[config.mk]
export PLATFORM = sky130hd
export DESIGN_NAME = sc_neuron
export DESIGN_NICKNAME = d
export VERILOG_FILES = /design/src/rtl/sc_neuron_pkg.sv /design/src/rtl/sc_stream_gen.sv /design/src/rtl/sc_half_node.sv /design/src/rtl/sc_run_ctrl.sv /design/src/rtl/sc_neuron.sv
export SDC_FILE = /design/constraint.sdc
export NUM_CORES = 1
export LEC_CHECK = 0
export ABC_AREA = 1
export BUFFER_PORTS_ARGS = -buffer_cell sky130_fd_sc_hd__buf_2
export CAP_MARGIN = 25
export CELL_PAD_IN_SITES_DETAIL_PLACEMENT = 0
export CELL_PAD_IN_SITES_GLOBAL_PLACEMENT = 1
export CORE_MARGIN = 5
export CORE_UTILIZATION = 40
export DETAILED_ROUTE_END_ITERATION = 10
export PLACE_DENSITY = 0.81
export SLEW_MARGIN = 20
export SYNTH_ARGS = -nofsm -noshare
export SYNTH_HDL_FRONTEND = slang
export SYNTH_HIERARCHICAL = 1
export SYNTH_SLANG_ARGS = --single-unit
[constraint.sdc]
create_clock -name clk -period 4.3 [get_ports clk]
set_clock_uncertainty 0.15 [all_clocks]
set_input_delay 0.86 -clock clk [delete_from_list [all_inputs] [get_ports clk]]
set_output_delay 0.86 -clock clk [all_outputs]
set_load 0.01 [all_outputs]
[src/rtl/sc_neuron_pkg.sv]
package sc_neuron_pkg;

  typedef enum logic [1:0] {PH_IDLE, PH_RUN, PH_FIN} sc_phase_e;

  // feedback mask of a maximal-length shift register of width k (bit p-1 for tap p)
  function automatic logic [15:0] tap_mask(input int k);
    logic [15:0] m;
    case (k)
      4:  m = 16'h000C;
      5:  m = 16'h0014;
      6:  m = 16'h0030;
      7:  m = 16'h0060;
      8:  m = 16'h00B8;
      9:  m = 16'h0110;
      10: m = 16'h0240;
      11: m = 16'h0500;
      12: m = 16'h0E08;
      13: m = 16'h1C80;
      14: m = 16'h3802;
      15: m = 16'h6000;
      default: m = 16'hD008;
    endcase
    return m;
  endfunction

  // distinct start state per generator index
  function automatic int gen_seed(input int g, input int k);
    return (g * 53 + 7) % (1 << k);
  endfunction

  // decoded count -> signed result, bias added, optional rectifier
  function automatic int neuron_result(input int count, input int n, input int m,
                                       input int b, input logic relu);
    int s;
    s = m * (2 * count - n) + b;
    if (relu && s < 0) s = 0;
    return s;
  endfunction

endpackage

[src/rtl/sc_stream_gen.sv]
module sc_stream_gen #(
  parameter int K = 8,
  parameter logic [K-1:0] SEED = '0,
  parameter logic [K-1:0] TAPS = '1
) (
  input  logic         clk,
  input  logic         rst_n,
  input  logic         load,
  input  logic         step,
  input  logic [K-1:0] code,
  output logic         bit_o
);
  logic [K-1:0] rnd;
  logic         fb;

  // zero-state insertion makes the cycle cover all 2^K values
  assign fb = (^(rnd & TAPS)) ^ (rnd[K-2:0] == '0);

  always_ff @(posedge clk or negedge rst_n) begin
    if (!rst_n)    rnd <= SEED;
    else if (load) rnd <= SEED;
    else if (step) rnd <= {rnd[K-2:0], fb};
  end

  assign bit_o = (rnd < code);
endmodule

[src/rtl/sc_half_node.sv]
module sc_half_node (
  input  logic clk,
  input  logic rst_n,
  input  logic load,
  input  logic step,
  input  logic a,
  input  logic b,
  output logic y
);
  logic tog;

  assign y = (a == b) ? a : tog;

  always_ff @(posedge clk or negedge rst_n) begin
    if (!rst_n)                 tog <= 1'b0;
    else if (load)              tog <= 1'b0;
    else if (step && (a != b))  tog <= ~tog;
  end
endmodule

[src/rtl/sc_run_ctrl.sv]
module sc_run_ctrl
  import sc_neuron_pkg::*;
#(
  parameter int K = 8
) (
  input  logic         clk,
  input  logic         rst_n,
  input  logic         clear,
  input  logic         start,
  input  logic         root_bit,
  output logic         load,
  output logic         step,
  output logic         fin,
  output logic         last_bit,
  output logic [K:0]   count
);
  localparam int N = 1 << K;

  sc_phase_e    ph;
  logic [K-1:0] pos;

  assign load     = clear || (start && ph == PH_IDLE);
  assign step     = (ph == PH_RUN) && !clear;
  assign last_bit = (ph == PH_RUN) && (pos == K'(N - 1));
  assign fin      = (ph == PH_FIN) && !clear;

  always_ff @(posedge clk or negedge rst_n) begin
    if (!rst_n) begin
      ph    <= PH_IDLE;
      pos   <= '0;
      count <= '0;
    end else if (clear) begin
      ph    <= PH_IDLE;
      pos   <= '0;
      count <= '0;
    end else begin
      case (ph)
        PH_IDLE: if (start) begin
          ph    <= PH_RUN;
          pos   <= '0;
          count <= '0;
        end
        PH_RUN: begin
          count <= count + {{K{1'b0}}, root_bit};
          pos   <= pos + 1'b1;
          if (last_bit) ph <= PH_FIN;
        end
        default: ph <= PH_IDLE;
      endcase
    end
  end
endmodule

[src/rtl/sc_neuron.sv]
module sc_neuron
  import sc_neuron_pkg::*;
#(
  parameter int K    = 8,
  parameter int LG_M = 2,
  localparam int M   = 1 << LG_M,
  localparam int N   = 1 << K,
  localparam int BW  = K + LG_M + 2,
  localparam int YW  = BW + 1
) (
  input  logic                 clk,
  input  logic                 rst_n,
  input  logic                 clear,
  input  logic                 start,
  input  logic                 act_relu,
  input  logic [M*K-1:0]       x_code,
  input  logic [M*K-1:0]       w_code,
  input  logic signed [BW-1:0] bias,
  output logic                 done,
  output logic signed [YW-1:0] y
);
  localparam logic [K-1:0] TAPS = tap_mask(K)[K-1:0];

  logic         load, step, fin, last_bit;
  logic [K:0]   count;
  logic         xs [M];
  logic         ws [M];
  logic         node [1:2*M-1];

  genvar gi;
  generate
    for (gi = 0; gi < M; gi++) begin : g_lane
      sc_stream_gen #(.K(K), .SEED(K'(gen_seed(gi, K))), .TAPS(TAPS)) u_xgen (
        .clk(clk), .rst_n(rst_n), .load(load), .step(step),
        .code(x_code[gi*K +: K]), .bit_o(xs[gi]));
      sc_stream_gen #(.K(K), .SEED(K'(gen_seed(M + gi, K))), .TAPS(TAPS)) u_wgen (
        .clk(clk), .rst_n(rst_n), .load(load), .step(step),
        .code(w_code[gi*K +: K]), .bit_o(ws[gi]));
      assign node[M + gi] = ~(xs[gi] ^ ws[gi]);
    end
    for (gi = 1; gi < M; gi++) begin : g_node
      sc_half_node u_add (
        .clk(clk), .rst_n(rst_n), .load(load), .step(step),
        .a(node[2*gi]), .b(node[2*gi+1]), .y(node[gi]));
    end
  endgenerate

  sc_run_ctrl #(.K(K)) u_ctrl (
    .clk(clk), .rst_n(rst_n), .clear(clear), .start(start),
    .root_bit(node[1]), .load(load), .step(step), .fin(fin),
    .last_bit(last_bit), .count(count));

  always_ff @(posedge clk or negedge rst_n) begin
    if (!rst_n) begin
      done <= 1'b0;
      y    <= '0;
    end else begin
      done <= fin;
      if (fin) y <= YW'(neuron_result(int'(count), N, M, int'(bias), act_relu));
    end
  end
endmodule

=== Yosys cells after proc, flatten, opt, wreduce, memory -nomap -nowiden ===
Index checks and enable logic that the tools add are counted.

* Register bits: 100
* Input port bits: 81
* Output and inout bits: 14
* Logic and storage cells: 129

* Add/subtract/negate cells: 4
* Magnitude comparators: 9
* Eq/ne operators: 11
* Multiplexer cells: 36
* Bitwise operators: 19
* Reductions and logical operators: 34

{| class="wikitable"
|+ Operators by type and width
! operator !! number
|-
| 8-bit 2-to-1 mux || 18
|-
| 8-bit less-than comparator || 8
|-
| 8-bit parity || 8
|-
| 7-bit logical NOT || 8
|-
| 9-bit 2-to-1 mux || 2
|-
| 9-bit case mux with 2 select lines || 1
|-
| 8-bit case mux with 2 select lines || 1
|-
| 13-bit by 12-bit adder with 14-bit output || 1
|-
| 14-bit by 1-bit less-than comparator with 1-bit output, second input constant || 1
|-
| 13-bit 2-to-1 mux || 1
|-
| 1-bit XOR || 12
|-
| 10-bit by 9-bit subtractor with 11-bit output, second input constant || 1
|-
| 9-bit by 1-bit adder with 9-bit output || 1
|-
| 1-bit 2-to-1 mux || 9
|-
| 8-bit by 1-bit adder with 8-bit output, second input constant || 1
|-
| 8-bit equality test, second input constant || 1
|-
| 1-bit logical AND || 8
|-
| 2-bit nonzero test || 4
|-
| 1-bit NOT || 7
|-
| 2-bit 2-to-1 mux || 3
|-
| 3-bit != test, second input constant || 2
|-
| 2-bit case mux with 2 select lines || 1
|-
| 2-bit AND reduction || 2
|-
| 1-bit equality test || 3
|-
| other kinds (7) || 9
|}

=== Logic depth before layout (Yosys ltp) ===
* Depth after elaboration: 10
* Gate-level depth with buffers: 20

=== Cells and area by module ===
Netlist, hierarchy kept.

{| class="wikitable"
|+ By module, submodules not included
! module !! instances !! cells each !! area each (µm²)
|-
| sc_neuron || 1 || 188 || 1198.6
|-
| sc_stream_gen at g_lane[1].u_xgen ... || 2 || 77 || 578.1
|-
| sc_run_ctrl || 1 || 156 || 1126.1
|-
| sc_stream_gen at g_lane[0].u_xgen || 1 || 83 || 608.1
|-
| sc_stream_gen at g_lane[0].u_wgen || 1 || 77 || 583.1
|-
| sc_stream_gen at g_lane[3].u_wgen || 1 || 74 || 583.1
|-
| sc_stream_gen at g_lane[3].u_xgen || 1 || 79 || 583.1
|-
| sc_stream_gen at g_lane[2].u_wgen || 1 || 77 || 580.6
|-
| sc_stream_gen at g_lane[1].u_wgen || 1 || 77 || 573.0
|-
| sc_half_node || 3 || 15 || 85.1
|}

=== Worst setup path after synthesis ===
Ideal clock, no wire load.

* Path type: input port to flip-flop
* Start point: input port x_code[7]
* End point: register u_ctrl.count[8]
* Library setup time: 0.118 ns
* Arrival time: 3.009 ns
* Data required time: 4.032 ns
* Slack: 1.023 ns
* Stages: 17
* Path buffers: 0
* Cells stage by stage: inv_1 -> ha_1 -> a21oi_1 -> o21ai_0 -> a21oi_1 -> xnor2_1 -> nand2_2 -> a21oi_1 -> nand2_2 -> a21oi_1 -> ha_1 -> ha_1 -> inv_1 -> nor2_1 -> nand3_1 -> nand4_1 -> nand2_1

{| class="wikitable"
|+ RTL lines
! item !! line !! source
|-
| start: declaration || sc_neuron.sv:16 || <nowiki>input logic [M*K-1:0] x_code,</nowiki>
|-
| end signal: assignment || sc_run_ctrl.sv:44 || <nowiki>count <= count + {{K{1'b0}}, root_bit};</nowiki>
|-
| end: declaration || sc_run_ctrl.sv:15 || <nowiki>output logic [K:0] count</nowiki>
|}

==> results_dict.tcl <==
set metrics [dict create \
    drive_gt1_frac 0.1774 \
    cp_common_cell "a21oi_1" \
    end_kind "flop" \
    fin_tns_setup_ns 0 \
    path_clk_slew_ns 0.07 \
    syn_area_per_cell_um2 7.179 \
    firstDrtPassIters 7 \
    critPathRequiredTime_ns 4.39 \
    worst_hold_slack_ns 0.3249 \
    grt_pass1_vias 5841 \
    die_height_um 144.6 \
    reg2reg_setup_slack_ns 0.92 \
    viasPerCell 4.616 \
    wl_per_cell_um 11.72 \
    path_class "in2reg" \
    numCtsBuffers 9 \
    final_max_slew_viol_count 0 \
    dp_hpwl_mm 12.26 \
    postCtsSetupBuffers 0 \
    antenna_found_initial 0 \
    drt-total-wl_mm 15.77 \
    slowest_stage "ha_1" \
    holdCritStartpoint "y[2]$_DFFE_PN0P_" \
    holdBufCountCts 0 \
    postLayoutCoreUtil 0.4624 \
    clk_latency_ns 0.35 \
    io_pins 95 \
    outcome "complete, no violations" \
    fin_crit_sh 0.8140 \
    ctsResizeCount 0 \
    worstPathArrival_ns 3.59 \
    syn-num-nets 1169 \
    grt_usage 0.1569 \
    die_w_um 144.6 \
    slew_headroom 0.5566 \
    cp_cell_sequence "buf_2 > inv_1 > ha_1 > a21oi_1 > o21ai_0 > a21oi_1 > xnor2_1 > nand2_2 > a21oi_1 > nand2_2 > a21oi_1 > ha_1 > ha_1 > inv_1 > nor2_1 > nand3_1 > nand4_1 > nand2_1" \
    rows 49 \
    cpPeakStageDelay_ns 0.30 \
    fmax_mhz 285.7 \
    setup_viol 0 \
    power_leakage_nw 4.663 \
    rsz0062_at_grt "false" \
    drtIter0Drc 267 \
    synthCells 1009 \
    cap_violations 0 \
    design.die.area_mm2 0.02090 \
    min_path_type "reg2reg" \
    worstHoldPathCells 2 \
    antennaDiodeCount 0 \
    startpoint_type "primary input" \
    cts_buffer_depth 2 \
    worst_slew_pin_slew_ns 0.6652 \
    post-route-min-period_ns 3.500 \
    finalHoldViolCount 0 \
    whs_endpoint "y[2]$_DFFE_PN0P_" \
    dpl_worst_slack_ns 0.4576 \
    start_util 0.4046 \
    vdd_ir_drop_max_mv 0.1868 \
    synth_area_mm2 0.007243 \
    stdcell_count 1345 \
    cts-root-buf "clkbuf_16" \
    gp_congestion 0.8100 \
    cts_tree "yes" \
    fin_nets 1271 \
    portBuffers 94 \
    yosys_warnings 6 \
    worstPathMaxFanout 3 \
    synthToLayoutAreaGrowth_pct 14.29 \
    grt-ovfl-total 0 \
    core_area_mm2 0.01790 \
    post-place-cells 1329 \
    cts.sinks 100 \
    htree_num_levels 3 \
    grt_pass1_wl_mm 26.76 \
    power_density_mw_per_mm2 296.7 \
    worst_slack_ns 0.7998 \
    r2r_cells 16 \
    r2r-start "g_lane[1].u_xgen/rnd[3]$_DFFE_PN1P_" \
    via_count 6209 \
    grt_max_degree 53 \
    ant_nets 0 \
    drcViolationCount 0 \
    rr_endpoint "u_ctrl/count[8]$_DFFE_PN0P_" \
]
[report_power, final]
group          switching [mW]  internal [mW]
Clock                   0.368          0.451
Combinational           0.339          0.207
Sequential             0.0583           1.03
[how the worst max path moves through the flow]
stage,from,depth (start not counted),endpoint,slack (ns)
floorplan,x_code[7],17,u_ctrl/count[8]$_DFFE_PN0P_,1.02
global placement,x_code[25],18,u_ctrl/count[8]$_DFFE_PN0P_,0.48
detailed placement,x_code[25],18,u_ctrl/count[8]$_DFFE_PN0P_,0.46
CTS,x_code[25],18,u_ctrl/count[8]$_DFFE_PN0P_,0.83
global route,x_code[27],18,u_ctrl/count[8]$_DFFE_PN0P_,0.51
finish,x_code[15],18,u_ctrl/count[8]$_DFFE_PN0P_,0.80
[routing by layer]
layer  up-vias  part of all wire  global-route usage
met5         -                 0                   0
met4         0             0.013             0.04516
met3        13             0.030             0.02216
met2        68              0.45              0.2499
met1      2753              0.51              0.2229
li1       3375                 -                   -
[sequential cells by signal (all words and copies together), names as in the netlist]
register           count
u_ctrl/ph              2
g_node.u_add/tog       3
done                   1
y                     13
g_lane.u_xgen/rnd     32
u_ctrl/pos             8
g_lane.u_wgen/rnd     32
u_ctrl/count           9
[critical path, delay by kind of cell]
kind            cells  cell delay, ns
compound gates      5            0.96
fa+ha+maj           3            0.75
simple gates        6            0.61
xor+xnor            1            0.22
buf+inv             3            0.18
[layout make-up]
class	count	area (um^2)
timing repair buffer	99	523.0
fill	1908	9624
sequential	100	2540
inverter	233	874.6
tap	229	286.5
clock inverter	6	65.06
clock buffer	10	229.0
multi-input combinational	668	3760
[per-stage QoR]
stage	area [um^2]	total power, mW
6_report	8278	2.456
5_1_grt	8278	2.630
4_1_cts	8278	2.500
3_5_place_dp	7984	1.664
3_3_place_gp	7984	1.658
2_1_floorplan	7243	1.460
[placed cells by master, fill, tap and decap left out, drive strengths merged]
cell type,count
or2,1
buf,99
dfstp,30
clkinvlp,4
nand4,11
o21ai,31
clkinv,2
nand3,70
o22ai,22
fa,1
bufinv,1
xor2,1
dfrtp,70
a22o,3
inv,232
nand2,277
ha,78
a21oi,55
clkbuf,10
a22oi,20
o211ai,1
nor2,90
o21bai,1
xnor2,6
Note: power is estimated with default switching activity, not from simulation.
